### config.mk
export PLATFORM = sky130hd
export DESIGN_NAME = dscdma_top
export DESIGN_NICKNAME = d
export VERILOG_FILES = /design/src/rtl/dscdma_pkg.sv /design/src/rtl/dscdma_ctrl.sv /design/src/rtl/dscdma_dp.sv /design/src/rtl/dscdma_top.sv
export SDC_FILE = /design/constraint.sdc
export NUM_CORES = 1
export LEC_CHECK = 0
export BUFFER_PORTS_ARGS = -buffer_cell sky130_fd_sc_hd__buf_2
export CAP_MARGIN = 20
export CORE_ASPECT_RATIO = 0.75
export CORE_MARGIN = 2
export CORE_UTILIZATION = 27
export CTS_CLUSTER_SIZE = 16
export DETAILED_ROUTE_END_ITERATION = 10
export GPL_TIMING_DRIVEN = 0
export PLACE_DENSITY = 0.61
export SYNTH_ARGS = -nofsm -noshare
export SYNTH_HDL_FRONTEND = slang
export SYNTH_SLANG_ARGS = --single-unit
### constraint.sdc
create_clock -name clk -period 1.9 [get_ports clk]
set_input_delay 0.285 -clock clk [delete_from_list [all_inputs] [get_ports clk]]
set_output_delay 0.285 -clock clk [all_outputs]
set_load 0.01 [all_outputs]
### src/rtl/dscdma_pkg.sv
package dscdma_pkg;
  localparam int ST_W = 3;
  localparam int NSTAT = 3;
  localparam int S_SUSP = 0;
  localparam int S_DONE = 1;
  localparam int S_UNF = 2;

  typedef enum logic [ST_W-1:0] {
    ST_STOP  = 3'd0,
    ST_FETCH = 3'd1,
    ST_CHECK = 3'd2,
    ST_RUN   = 3'd3,
    ST_SUSP  = 3'd4
  } dmaState_t;

  typedef struct packed {
    logic loadPtr;
    logic advPtr;
    logic setSusp;
    logic setDone;
    logic setUnf;
  } dpStrobe_t;
endpackage

### src/rtl/dscdma_ctrl.sv
module dscdma_ctrl
  import dscdma_pkg::*;
#(
  parameter bit IS_TX = 1'b1
) (
  input  logic       clk,
  input  logic       rstN,
  input  logic       softRst,
  input  logic       startCmd,
  input  logic       pollWr,
  input  logic       underflow,
  input  logic       frameDone,
  input  logic       rdGnt,
  input  logic       rdValid,
  input  logic       rdOwn,
  output dmaState_t  stQ,
  output logic       pollPend,
  output logic       rdReq,
  output dpStrobe_t  stb
);
  dmaState_t stNxt;
  logic unfEff;

  generate
    if (IS_TX) begin : g_tx
      assign unfEff = underflow;
    end else begin : g_rx
      logic unusedUnf;
      assign unusedUnf = underflow;
      assign unfEff = 1'b0;
    end
  endgenerate

  assign rdReq = (stQ == ST_FETCH);

  always_comb begin
    stNxt = stQ;
    stb = '0;
    case (stQ)
      ST_STOP: if (startCmd) begin
        stNxt = ST_FETCH;
        stb.loadPtr = 1'b1;
      end
      ST_FETCH: if (rdGnt) stNxt = ST_CHECK;
      ST_CHECK: if (rdValid) begin
        if (rdOwn) stNxt = ST_RUN;
        else begin
          stNxt = ST_SUSP;
          stb.setSusp = 1'b1;
        end
      end
      ST_RUN: begin
        if (unfEff) begin
          stNxt = ST_SUSP;
          stb.setSusp = 1'b1;
          stb.setUnf = 1'b1;
        end else if (frameDone) begin
          stNxt = ST_FETCH;
          stb.advPtr = 1'b1;
          stb.setDone = 1'b1;
        end
      end
      ST_SUSP: if (pollPend) stNxt = ST_FETCH;
      default: stNxt = ST_STOP;
    endcase
  end

  always_ff @(posedge clk or negedge rstN) begin
    if (!rstN) begin
      stQ <= ST_STOP;
      pollPend <= 1'b0;
    end else if (softRst) begin
      stQ <= ST_STOP;
      pollPend <= 1'b0;
    end else begin
      stQ <= stNxt;
      if (pollWr) pollPend <= 1'b1;
      else if (rdReq && rdGnt) pollPend <= 1'b0;
    end
  end
endmodule

### src/rtl/dscdma_dp.sv
module dscdma_dp
  import dscdma_pkg::*;
#(
  parameter int ADDR_W = 32,
  parameter int DESC_BYTES = 16,
  parameter int BUS_BYTES = 4
) (
  input  logic              clk,
  input  logic              rstN,
  input  logic              softRst,
  input  logic              baseWr,
  input  logic [ADDR_W-1:0] baseData,
  input  dpStrobe_t         stb,
  input  logic              statClrWr,
  input  logic [NSTAT-1:0]  statClrData,
  input  logic              ienWr,
  input  logic [NSTAT-1:0]  ienData,
  output logic [ADDR_W-1:0] curPtr,
  output logic [NSTAT-1:0]  status,
  output logic [NSTAT-1:0]  intEn,
  output logic              irq
);
  localparam int ALIGN_B = $clog2(BUS_BYTES);
  localparam logic [ADDR_W-1:0] STEP = ADDR_W'(DESC_BYTES);

  logic [ADDR_W-1:0] baseQ;
  logic [NSTAT-1:0] setVec;
  logic [NSTAT-1:0] clrVec;

  assign setVec[S_SUSP] = stb.setSusp;
  assign setVec[S_DONE] = stb.setDone;
  assign setVec[S_UNF]  = stb.setUnf;
  assign clrVec = statClrWr ? statClrData : '0;

  always_ff @(posedge clk or negedge rstN) begin
    if (!rstN) begin
      baseQ <= '0;
      curPtr <= '0;
      intEn <= '0;
    end else if (softRst) begin
      intEn <= '0;
    end else begin
      if (baseWr) baseQ <= {baseData[ADDR_W-1:ALIGN_B], {ALIGN_B{1'b0}}};
      if (stb.loadPtr) curPtr <= baseQ;
      else if (stb.advPtr) curPtr <= curPtr + STEP;
      if (ienWr) intEn <= ienData;
    end
  end

  generate
    for (genvar i = 0; i < NSTAT; i++) begin : g_stat
      always_ff @(posedge clk or negedge rstN) begin
        if (!rstN) status[i] <= 1'b0;
        else if (softRst) status[i] <= 1'b0;
        else status[i] <= setVec[i] | (status[i] & ~clrVec[i]);
      end
    end
  endgenerate

  assign irq = |(status & intEn);
endmodule

### src/rtl/dscdma_top.sv
module dscdma_top
  import dscdma_pkg::*;
#(
  parameter bit IS_TX = 1'b1,
  parameter int ADDR_W = 32,
  parameter int DATA_W = 32,
  parameter int OWN_BIT = 31,
  parameter int DESC_BYTES = 16
) (
  input  logic              clk,
  input  logic              rstN,
  input  logic              softRst,
  input  logic              baseWr,
  input  logic [ADDR_W-1:0] baseData,
  input  logic              startCmd,
  input  logic              pollWr,
  input  logic              underflow,
  input  logic              frameDone,
  output logic              rdReq,
  output logic [ADDR_W-1:0] rdAddr,
  input  logic              rdGnt,
  input  logic              rdValid,
  input  logic [DATA_W-1:0] rdData,
  input  logic              statClrWr,
  input  logic [2:0]        statClrData,
  input  logic              ienWr,
  input  logic [2:0]        ienData,
  output logic [2:0]        state,
  output logic              pollPend,
  output logic [ADDR_W-1:0] curPtr,
  output logic [2:0]        status,
  output logic [2:0]        intEn,
  output logic              irq
);
  dmaState_t stQ;
  dpStrobe_t stb;
  logic unusedData;

  assign unusedData = ^rdData;

  dscdma_ctrl #(.IS_TX(IS_TX)) ctrl_i (
    .clk(clk), .rstN(rstN), .softRst(softRst),
    .startCmd(startCmd), .pollWr(pollWr),
    .underflow(underflow), .frameDone(frameDone),
    .rdGnt(rdGnt), .rdValid(rdValid), .rdOwn(rdData[OWN_BIT]),
    .stQ(stQ), .pollPend(pollPend), .rdReq(rdReq), .stb(stb)
  );

  dscdma_dp #(.ADDR_W(ADDR_W), .DESC_BYTES(DESC_BYTES)) dp_i (
    .clk(clk), .rstN(rstN), .softRst(softRst),
    .baseWr(baseWr), .baseData(baseData), .stb(stb),
    .statClrWr(statClrWr), .statClrData(statClrData),
    .ienWr(ienWr), .ienData(ienData),
    .curPtr(curPtr), .status(status), .intEn(intEn), .irq(irq)
  );

  assign state = stQ;
  assign rdAddr = curPtr;
endmodule

**Yosys cells after proc, flatten, opt, wreduce, memory -nomap -nowiden**

Cells that the tools add are included.

- Bits in read-only memories: 0
- Input port bits: 82
- Bits in latches: 0
- Memories: 0
- Bits in writable memories: 0
- Logic and storage cells: 68
- Output and inout port bits: 76
- Register bits after elaboration: 72

- Equal/unequal tests: 9
- Multiplexer cells: 30
- Reductions and logical operators: 9
- Add/subtract/negate cells: 1
- Shift-type cells: 0
- Divide/modulo/power cells: 0
- Magnitude comparators: 0
- Multipliers: 0
- Bitwise gates (word level): 11

Operators by type and width:

| operator | count |
|---|---|
| $mux W32 | 2 |
| $mux W3 | 11 |
| $add A32 B5 Y32 const B | 1 |
| $pmux W3 S5 | 1 |
| $mux W1 | 14 |
| $ne A3 B3 Y1 const B | 3 |
| $eq A3 B2 Y1 const B | 2 |
| $reduce_and A5 Y1 | 1 |
| $ne A4 B4 Y1 const B | 1 |
| $not A1 Y1 | 4 |
| $reduce_and A2 Y1 | 2 |
| $reduce_bool A2 Y1 | 2 |
| $and A1 B1 Y1 | 3 |
| $and A3 B3 Y3 | 1 |
| $eq A3 B1 Y1 const B | 1 |
| $eq A3 B3 Y1 const B | 1 |
| $logic_not A3 Y1 | 1 |
| $ne A3 B2 Y1 const B | 1 |
| $or A1 B1 Y1 | 3 |
| $reduce_bool A3 Y1 | 1 |
| $reduce_or A3 Y1 | 1 |
| $mux W2 | 1 |
| $pmux W1 S2 | 1 |
| $logic_and A1 B1 Y1 | 1 |

**Longest topological paths before layout**

Gate-level depths: netlist (run 1).

- Depth in word-level cells: 5
- Depth in mapped cells: 8
- Depth with buffers taken out: 6

**By module**

From an unflattened synthesis (run 1), not the netlist that was laid out.

- Cell total of the unflattened synthesis: 419
- Area, all modules: 4046.4 um2

By module, submodules not included:

| module | cells each | times used | sequential area each (um2) | area an instance (um2) |
|---|---|---|---|---|
| dscdma_dp | 345 | 1 | 1651.6 | 3410.8 |
| dscdma_ctrl | 42 | 1 | 100.1 | 395.4 |
| dscdma_top | 32 | 1 | 0.0 | 240.2 |

**Worst setup path after synthesis (run 1)**

No wires, ideal clock.

- Path kind: register -> register
- Start point: reg dp_i.curPtr[4]
- End point: reg dp_i.curPtr[24]
- Slack: -68 ps
- Clock period less this slack: 1968 ps
- Cell stages (with the launch flop): 7
- Required time: 1779 ps
- Data arrival time: 1847 ps
- Setup time: 121 ps
- Cells stage by stage: dfrtp_1 -> ha_1 -> nand3_1 -> or4_1 -> nor3_2 -> a41oi_1 -> o22a_1

- Longest elaborated chain between the ends: 3

Ends and longest elaborated chain:

| what | line | text |
|---|---|---|
| start, declared | dscdma_dp.sv:18 | `output logic [ADDR_W-1:0] curPtr,` |
| start signal, assigned | dscdma_dp.sv:44 | `if (stb.loadPtr) curPtr <= baseQ;` |
| start signal, assigned | dscdma_dp.sv:45 | `else if (stb.advPtr) curPtr <= curPtr + STEP;` |
| $add A32 B5 Y32 | dscdma_dp.sv:45 |  |
| $mux W32 | dscdma_dp.sv:45 |  |
| $mux W32 | dscdma_dp.sv:44 |  |

Every way passes these cells. The select of a mux whose other input is x is not followed.
A chain may end at the register's enable or synchronous reset.

**Worst setup path in the final report (run 1)**

- Start point: reg dp_i.curPtr[5]
- End point: reg dp_i.curPtr[31]

Same word-level chain as after synthesis.

==> results of run 1 <==
stage by stage:
step           setup TNS [ns]  std cells  total power (W)
2_1_floorplan               0        379          0.00383
3_3_place_gp            -8.11        674          0.00475
3_5_place_dp            -9.75        675          0.00481
4_1_cts                     0        704          0.00688
5_1_grt               -0.0657        720          0.00750
6_report                    0        720          0.00711
final timing paths:
path | to | start | slack (ns)
worst max-delay path | dp_i.curPtr[31]$_DFFE_PN0P_ | dp_i.curPtr[5]$_DFFE_PN0P_ | 0.03
worst min-delay path | dp_i.baseQ[20]$_DFFE_PN0P_ | baseData[20] | 0.18
worst max register to register | dp_i.curPtr[31]$_DFFE_PN0P_ | dp_i.curPtr[5]$_DFFE_PN0P_ | 0.03
worst min register to register | dp_i.curPtr[4]$_DFFE_PN0P_ | dp_i.baseQ[4]$_DFFE_PN0P_ | 0.50
max in group asynchronous | dp_i.curPtr[14]$_DFFE_PN0P_ | rstN | 1.07
min in group asynchronous | dp_i.baseQ[8]$_DFFE_PN0P_ | rstN | 0.51
synthesized netlist by cell type, types with 2 or more instances:
cell type	instances
a21oi_1	29
a21oi_2	8
a22oi_1	2
a2bb2oi_1	9
a2bb2oi_2	3
a31oi_1	2
a41oi_1	2
and3_1	6
and4_1	2
buf_1	4
buf_2	7
buf_4	35
buf_6	4
clkbuf_1	4
dfrtp_1	70
inv_1	4
mux2_2	32
mux2i_1	5
nand2_1	25
nand2b_1	3
nand3_1	25
nand4_1	10
nor2_1	25
nor3_1	2
nor4_4	2
o21ai_0	15
o22a_1	7
o22ai_1	10
or4_1	2
state kept, by name (all words and copies together) (netlist names):
name / count
ctrl_i.stQ: 3
dp_i.curPtr: 30
dp_i.baseQ: 30
dp_i.intEn: 3
ctrl_i.pollPend: 1
dp_i.status: 3
logic make-up (layout without fill, tap and decap cells):
family | after synthesis | after routing | synth area share [%]
and+or+nand+nor | 117 | 118 | 17.4
buffers and inverters | 58 | 223 | 10.0
AOI/OAI and AO/OA | 92 | 92 | 16.2
muxes | 37 | 37 | 10.6
DFF | 70 | 70 | 45.3
adders and majority gates | 1 | 1 | 0.323
other | 1 | 4 | 0.0969
per-layer routing:
layer	global-route usage, %	vias up	part of all wire, %
li1	-	1677	-
met1	21.1	1744	44
met2	22.8	204	44
met3	5.03	21	10
met4	5.86	0	1.7
met5	0	-	0
what timing repair did:
item / in CTS / in global routing
endpoints found under the setup margin: 31 / 25
buffers inserted: 12 / 14
hold endpoints to repair: 70 / 0
pin swaps: 10 / 7
resized for setup: 35 / 21
cloned: 2 / 2
hold buffers: 1 / 0
layout make-up:
cell class                 instances  area, µm²
inverter                           4       15.0
tap                              175        219
timing repair buffer             151        887
multi-input combinational        252       1900
buffer                            52        388
sequential                        70       1770
fill                            1367       8350
clock buffer                      12        246
clock inverter                     4       70.1
where the power goes:
| part | leakage, nW | internal [W] | switching, W | total (W) |
|---|---|---|---|---|
| clock network | 0.157 | 0.00118 | 0.000625 | 0.00181 |
| registers | 0.813 | 0.00189 | 0.000565 | 0.00245 |
| logic | 1.52 | 0.00151 | 0.00134 | 0.00285 |
worst max-delay path, cell delays in order (launching register included):
cell	delay [ns]
dfrtp_2	0.38
buf_4	0.15
nand3_4	0.10
nor4_4	0.35
buf_4	0.19
nand4_1	0.11
or4_1	0.42
nand3_1	0.09
==> metrics.md, run 1 <==
| Metric | Value |
|---|---|
| Status | finished clean |
| Final Wtd Congestion | 0.837 |
| Post-Synthesis Cells | between 300 and 400 |
| Rows | 37 |
| Synth warn | 0 |
| Worst hold path class | in -> reg |
| Area growth, synth to finish | 41.9% |
| Startpoint Class | flip-flop |
| Lkg Pwr | 2.49 nW |
| Worst Max-Slew Pin Slew | approximately 0.75 ns |
| Port buffer count | 120 |
| Wirelength per Cell | ~17 µm |
| Slew headroom | between 50% and 60% |
| Nets | about 620 |
| RSZ-0062 raised after global routing | true |
| Overall track demand over capacity in global routing | between 10% and 20% |
| CTS Buf Count | 9 |
| Most frequent cells in the layout | 122 x buf_2, 62 x buf_4, 56 x dfrtp_1 |
| Synth area leaders | dfrtp_1 45%, mux2_2 9.3%, buf_4 6.8% |
| Worst skew pair latency | around 0.33 ns |
| Largest net degree at the start of global routing | 71 |
| Layout cells sized above 1 | between 50 and 60% |
| Main synth FF type | dfrtp_1 |
| Number of DRC markers in iteration 0 | 254 |
| Clock slew seen by the registers of the worst setup and hold paths | about 0.060 ns |
| Post-synthesis area per instance | 10.3 µm² |
| Pre-CTS worst setup slack | -0.454 ns |
| Max Fanout on Critical Path | 5 |
| Vias in the first global route | ~3,400 |
| Hpwl dp | around 8200 µm |
| Post-synth EDFFs | 0 |
| Post-synth top area share | a little under half |
| First-pass GRT wire length | 18,100 µm |
| Async SR Flop Fraction | between 90% and 100% |
| Sequential fraction of the synthesis area | approximately 45% |
| Die ar. | 0.0153 mm² |
| Critical Path AT | roughly 2.1 ns |
| Final core occ | around two fifths |
| Post-synthesis cell area | 0.00387 mm² |
| Setup CP Type | reg -> reg |
| Hold path depth | 2 |
| Post-route cell area | 0.00549 mm² |
| Max Slew Vio Count | 0 |
| Worst setup EP type | flip-flop |
| Gr ovfl total | 0 |
| Final Cycle Share | between 90% and 100% |
| DRC | 0 |
| Die Span Y | 108 µm |
| Fmax | 534 MHz |
| Setup Viol. Count Final | 0 |
| Via density | about 5.1 |
| Initial antenna violation count | 0 |
| Post-synthesis cell type count | 51 |
| CTS sink cnt | 70 |
| DP Area | ~0.0047 mm² |
| Final Hold Fails | 0 |
| PwrDens | roughly 1300 mW/mm² |
| Worst R2R Path Depth | 7 |
| CTS Root Cell | clkbuf_16 |
| Worst Skew | ~0.0084 ns |
| Clock Path Buffers | 2 |
| Worst vdd ir | approximately 0.00046 V |
| DRT Pass-1 Iters | 6 |
| CTS tree | done |
| ANT nets after route | 0 |
| I/O pin cnt | around 160 |
| Final hold slack | 0.179 ns |
| MaxCap Viol Count | 0 |
| Most common cell after layout, fill and taps aside | buf_2 |
| Die W | around 140 µm |
| Core footprint | 0.0138 mm² |
| Setup ws final | 0.0263 ns |
| DR vias | 3,646 |
| Routed wire length | between 10,000 and 15,000 µm |
| Initial Util | ~28% |
| H-Tree Depth | 3 |
| Register bit total from synthesis | 70 |
| Critical Path RT | between 2 and 2.5 ns |
| Min cycle time layout | 1.87 ns |
| N_diodes | 0 |
| Yosys top cell by area | dfrtp_1 |
(Power assumes the default switching activity.)
==> run 2, diff against run 1 <==
--- a/config.mk
+++ b/config.mk
@@ -13,7 +13,8 @@
 export CTS_CLUSTER_SIZE = 16
 export DETAILED_ROUTE_END_ITERATION = 10
 export GPL_TIMING_DRIVEN = 0
-export PLACE_DENSITY = 0.61
+export PLACE_DENSITY = 0.6
 export SYNTH_ARGS = -nofsm -noshare
 export SYNTH_HDL_FRONTEND = slang
+export SYNTH_HIERARCHICAL = 1
 export SYNTH_SLANG_ARGS = --single-unit
==> run 2 against run 1 <==
  * Final cell count up 11%
  * Clock power hardly changed
  * Non-clock buffer count rose by 18
  * Total power grew 10%
  * Final area increased by 6.7%
  * Setup slack better by 0.0055 ns
  * Area after synthesis up 4.6%
  * Synthesized cell count rose by 11%
  * Combinational power increased by 27%
  * Sequential cell count did not move
  * Critical endpoint is now dp_i/curPtr[26]$_DFFE_PN0P_
==> metrics.md, run 2 <==
| Metric | Value |
|---|---|
| Setup Viol. Count Final | 0 |
| Worst R2R Path Depth | 5 |
| CTS sink cnt | 70 |
| Setup CP Type | reg -> reg |
| Largest net degree at the start of global routing | 39 |
| Worst vdd ir | around 0.00046 V |
| Yosys top cell by area | dfrtp_1 |
| Post-synthesis area per instance | approximately 9.7 µm² |
| Post-synth EDFFs | 0 |
| Async SR Flop Fraction | 100% |
| Slew headroom | 52.0% |
| Final Cycle Share | between 90% and 100% |
| Rows | 38 |
| Most numerous cell in the Yosys netlist | dfrtp_1 |
| Post-synth top cells | 70 x dfrtp_1, 36 x buf_4, 31 x mux2_2, 31 x nor2_1, 28 x nand2_1 |
| Gr ovfl total | 0 |
| Lkg Pwr | ~2.7 nW |
| Max Fanout on Critical Path | 9 |
| Post-Synthesis Cells | between 400 and 500 |
| Post-synth top area share | 43.3% |
| Post-route cell area | roughly 0.0059 mm² |
| Layout cells sized above 1 | 50.8% |
| ANT nets after route | 0 |
| RSZ-0062 raised after global routing | true |
| Register bit total from synthesis | 70 |
| Post-synthesis cell type count | around 60 |
| Post-synthesis cell area | 0.00405 mm² |
| Startpoint Class | flip-flop |
| Routed wire length | ~13,000 µm |
| Hold path depth | 2 |
| Die Span Y | about 110 µm |
| DP Area | around 0.0049 mm² |
| Worst Skew | around 0.010 ns |
| DR vias | 4,075 |
| CTS tree | done |
| Initial Util | between 20% and 30% |
| Final non-filler cell total | between 700 and 800 |
| DRC | 0 |
| Most common cell after layout, fill and taps aside | buf_2 |
| Fmax | ~540 MHz |
| Worst R2R Setup Slack | approximately 0.032 ns |
| Top Registers | dp_i/baseQ: 30 flops, dp_i/curPtr: 30 flops |
| Main synth FF type | dfrtp_1 |
| Most frequent cells in the layout | 119 x buf_2, 74 x buf_4, 57 x dfrtp_1 |
| Final Hold Fails | 0 |
| Min cycle time layout | about 1.9 ns |
| Initial antenna violation count | 0 |
| Max Slew Vio Count | 0 |
| Hpwl dp | approximately 9500 µm |
| Die W | roughly 150 µm |
| DRT Pass-1 Iters | 5 |
| Overall track demand over capacity in global routing | roughly 17% |
| PwrDens | ~1300 mW/mm² |
| Die ar. | ~0.016 mm² |
| CTS Root Cell | clkbuf_16 |
| Critical Path AT | around 2.1 ns |
| Sum Neg Setup Slack | 0 ns |
| MaxCap Viol Count | 0 |
| Nets | 676 |
| Status | finished clean |
| Via density | a little over 5 |
| Final Wtd Congestion | roughly 0.86 |
| Worst hold path class | in -> reg |
| Clock Path Buffers | 2 |
| Core footprint | about 0.015 mm² |
| N_diodes | 0 |
| Wirelength per Cell | 16.9 µm |
| Area growth, synth to finish | 44.8% |
| Vias in the first global route | roughly 3,800 |
| Pwr Total | just under 0.008 W |
| CTS Buf Count | 9 |
| Number of DRC markers in iteration 0 | around 430 |
| Worst skew pair latency | between 0.3 and 0.4 ns |
| Sequential fraction of the synthesis area | between 40 and 50% |
| Critical Path RT | ~2.1 ns |
| Worst Max-Slew Pin Slew | slightly above 0.7 ns |
| Synth warn | 6 |
| I/O pin cnt | ~160 |
| First-pass GRT wire length | 20,700 µm |
| Worst setup EP type | flip-flop |
| Synth area leaders | dfrtp_1 43%, mux2_2 8.6%, buf_4 6.7% |
| # placed instances | roughly 740 |
| H-Tree Depth | 3 |
| Clock slew seen by the registers of the worst setup and hold paths | 0.06 ns |
| Final hold slack | 0.168 ns |
| Port buffer count | 120 |
==> run 2: changes by cell type after synthesis, moves of 7 or more <==
cell       change
nor3_1        +12
a21oi_1       -11
clkbuf_1       +9
a21oi_2        -8
a2bb2oi_1      -8
or3_1          +7
==> run 2: layout make-up <==
cell class / instances / area (µm²)
multi-input cells: 283 / 2010
well taps: 200 / 250
clock inverters: 6 / 85.1
clock buffers: 10 / 239
inverters: 8 / 30.0
plain buffers: 57 / 515
fillers: 1486 / 8690
flip-flops and latches: 70 / 1770
repair buffers: 164 / 960
==> run 2: timing repair <==
item	CTS	global route
hold buffers	1	0
hold endpoints to repair	32	0
pin swaps	4	10
cloned	0	1
buffers inserted	25	16
setup endpoints to repair	30	27
gates resized for setup	52	31
==> run 2: worst paths after layout <==
kind | from | endpoint
min | baseData[28] | dp_i/baseQ[28]$_DFFE_PN0P_
max | dp_i/curPtr[21]$_DFFE_PN0P_ | dp_i/curPtr[26]$_DFFE_PN0P_
min reg2reg | dp_i/baseQ[3]$_DFFE_PN0P_ | dp_i/curPtr[3]$_DFFE_PN0P_
max reg2reg | dp_i/curPtr[21]$_DFFE_PN0P_ | dp_i/curPtr[26]$_DFFE_PN0P_
max in group asynchronous | rstN | dp_i/curPtr[8]$_DFFE_PN0P_
min in group asynchronous | rstN | dp_i/intEn[2]$_DFFE_PN0P_
==> run 2: critical path, cell delays in order (launching register included) <==
cell,delay [ns]
dfrtp_2,0.37
nand2_1,0.12
or4_1,0.57
buf_6,0.16
o311ai_0,0.39
nand3_1,0.12
==> run 2: metrics by stage <==
step           setup slack, ns  utilization [%]
2_1_floorplan         -0.00129                -
3_3_place_gp            -0.466             33.8
3_5_place_dp            -0.458             34.0
4_1_cts                0.00261             38.9
5_1_grt                -0.0159             40.3
6_report                0.0318             40.3
==> run 2: cell families (layout without fill, tap and decap cells) <==
logic type / count (synthesis) / after routing / synth area share [%]
and+or+nand+nor: 154 / 154 / 20.1
AOI/OAI and AO/OA: 85 / 85 / 15.0
DFF: 70 / 70 / 43.3
buffers and inverters: 67 / 245 / 9.83
muxes: 41 / 41 / 11.3
adders and majority gates: 1 / 1 / 0.309
other: 1 / 2 / 0.0927
==> run 2: per-layer routing <==
layer	wire (µm)	GRT usage [%]	up-vias	share of wire, %
li1	-	-	1868	-
met4	273	5.74	0	2.0
met1	6250	23.1	1969	46
met3	1050	4.36	31	7.8
met5	0	0	-	0
met2	5870	25.3	207	44
==> run 2: power by group <==
part           switching [W]  internal (W)  leakage, nW
Clock               0.000662       0.00118        0.154
Sequential          0.000480       0.00188        0.808
Combinational        0.00175       0.00187         1.69
Total                0.00289       0.00493         2.66
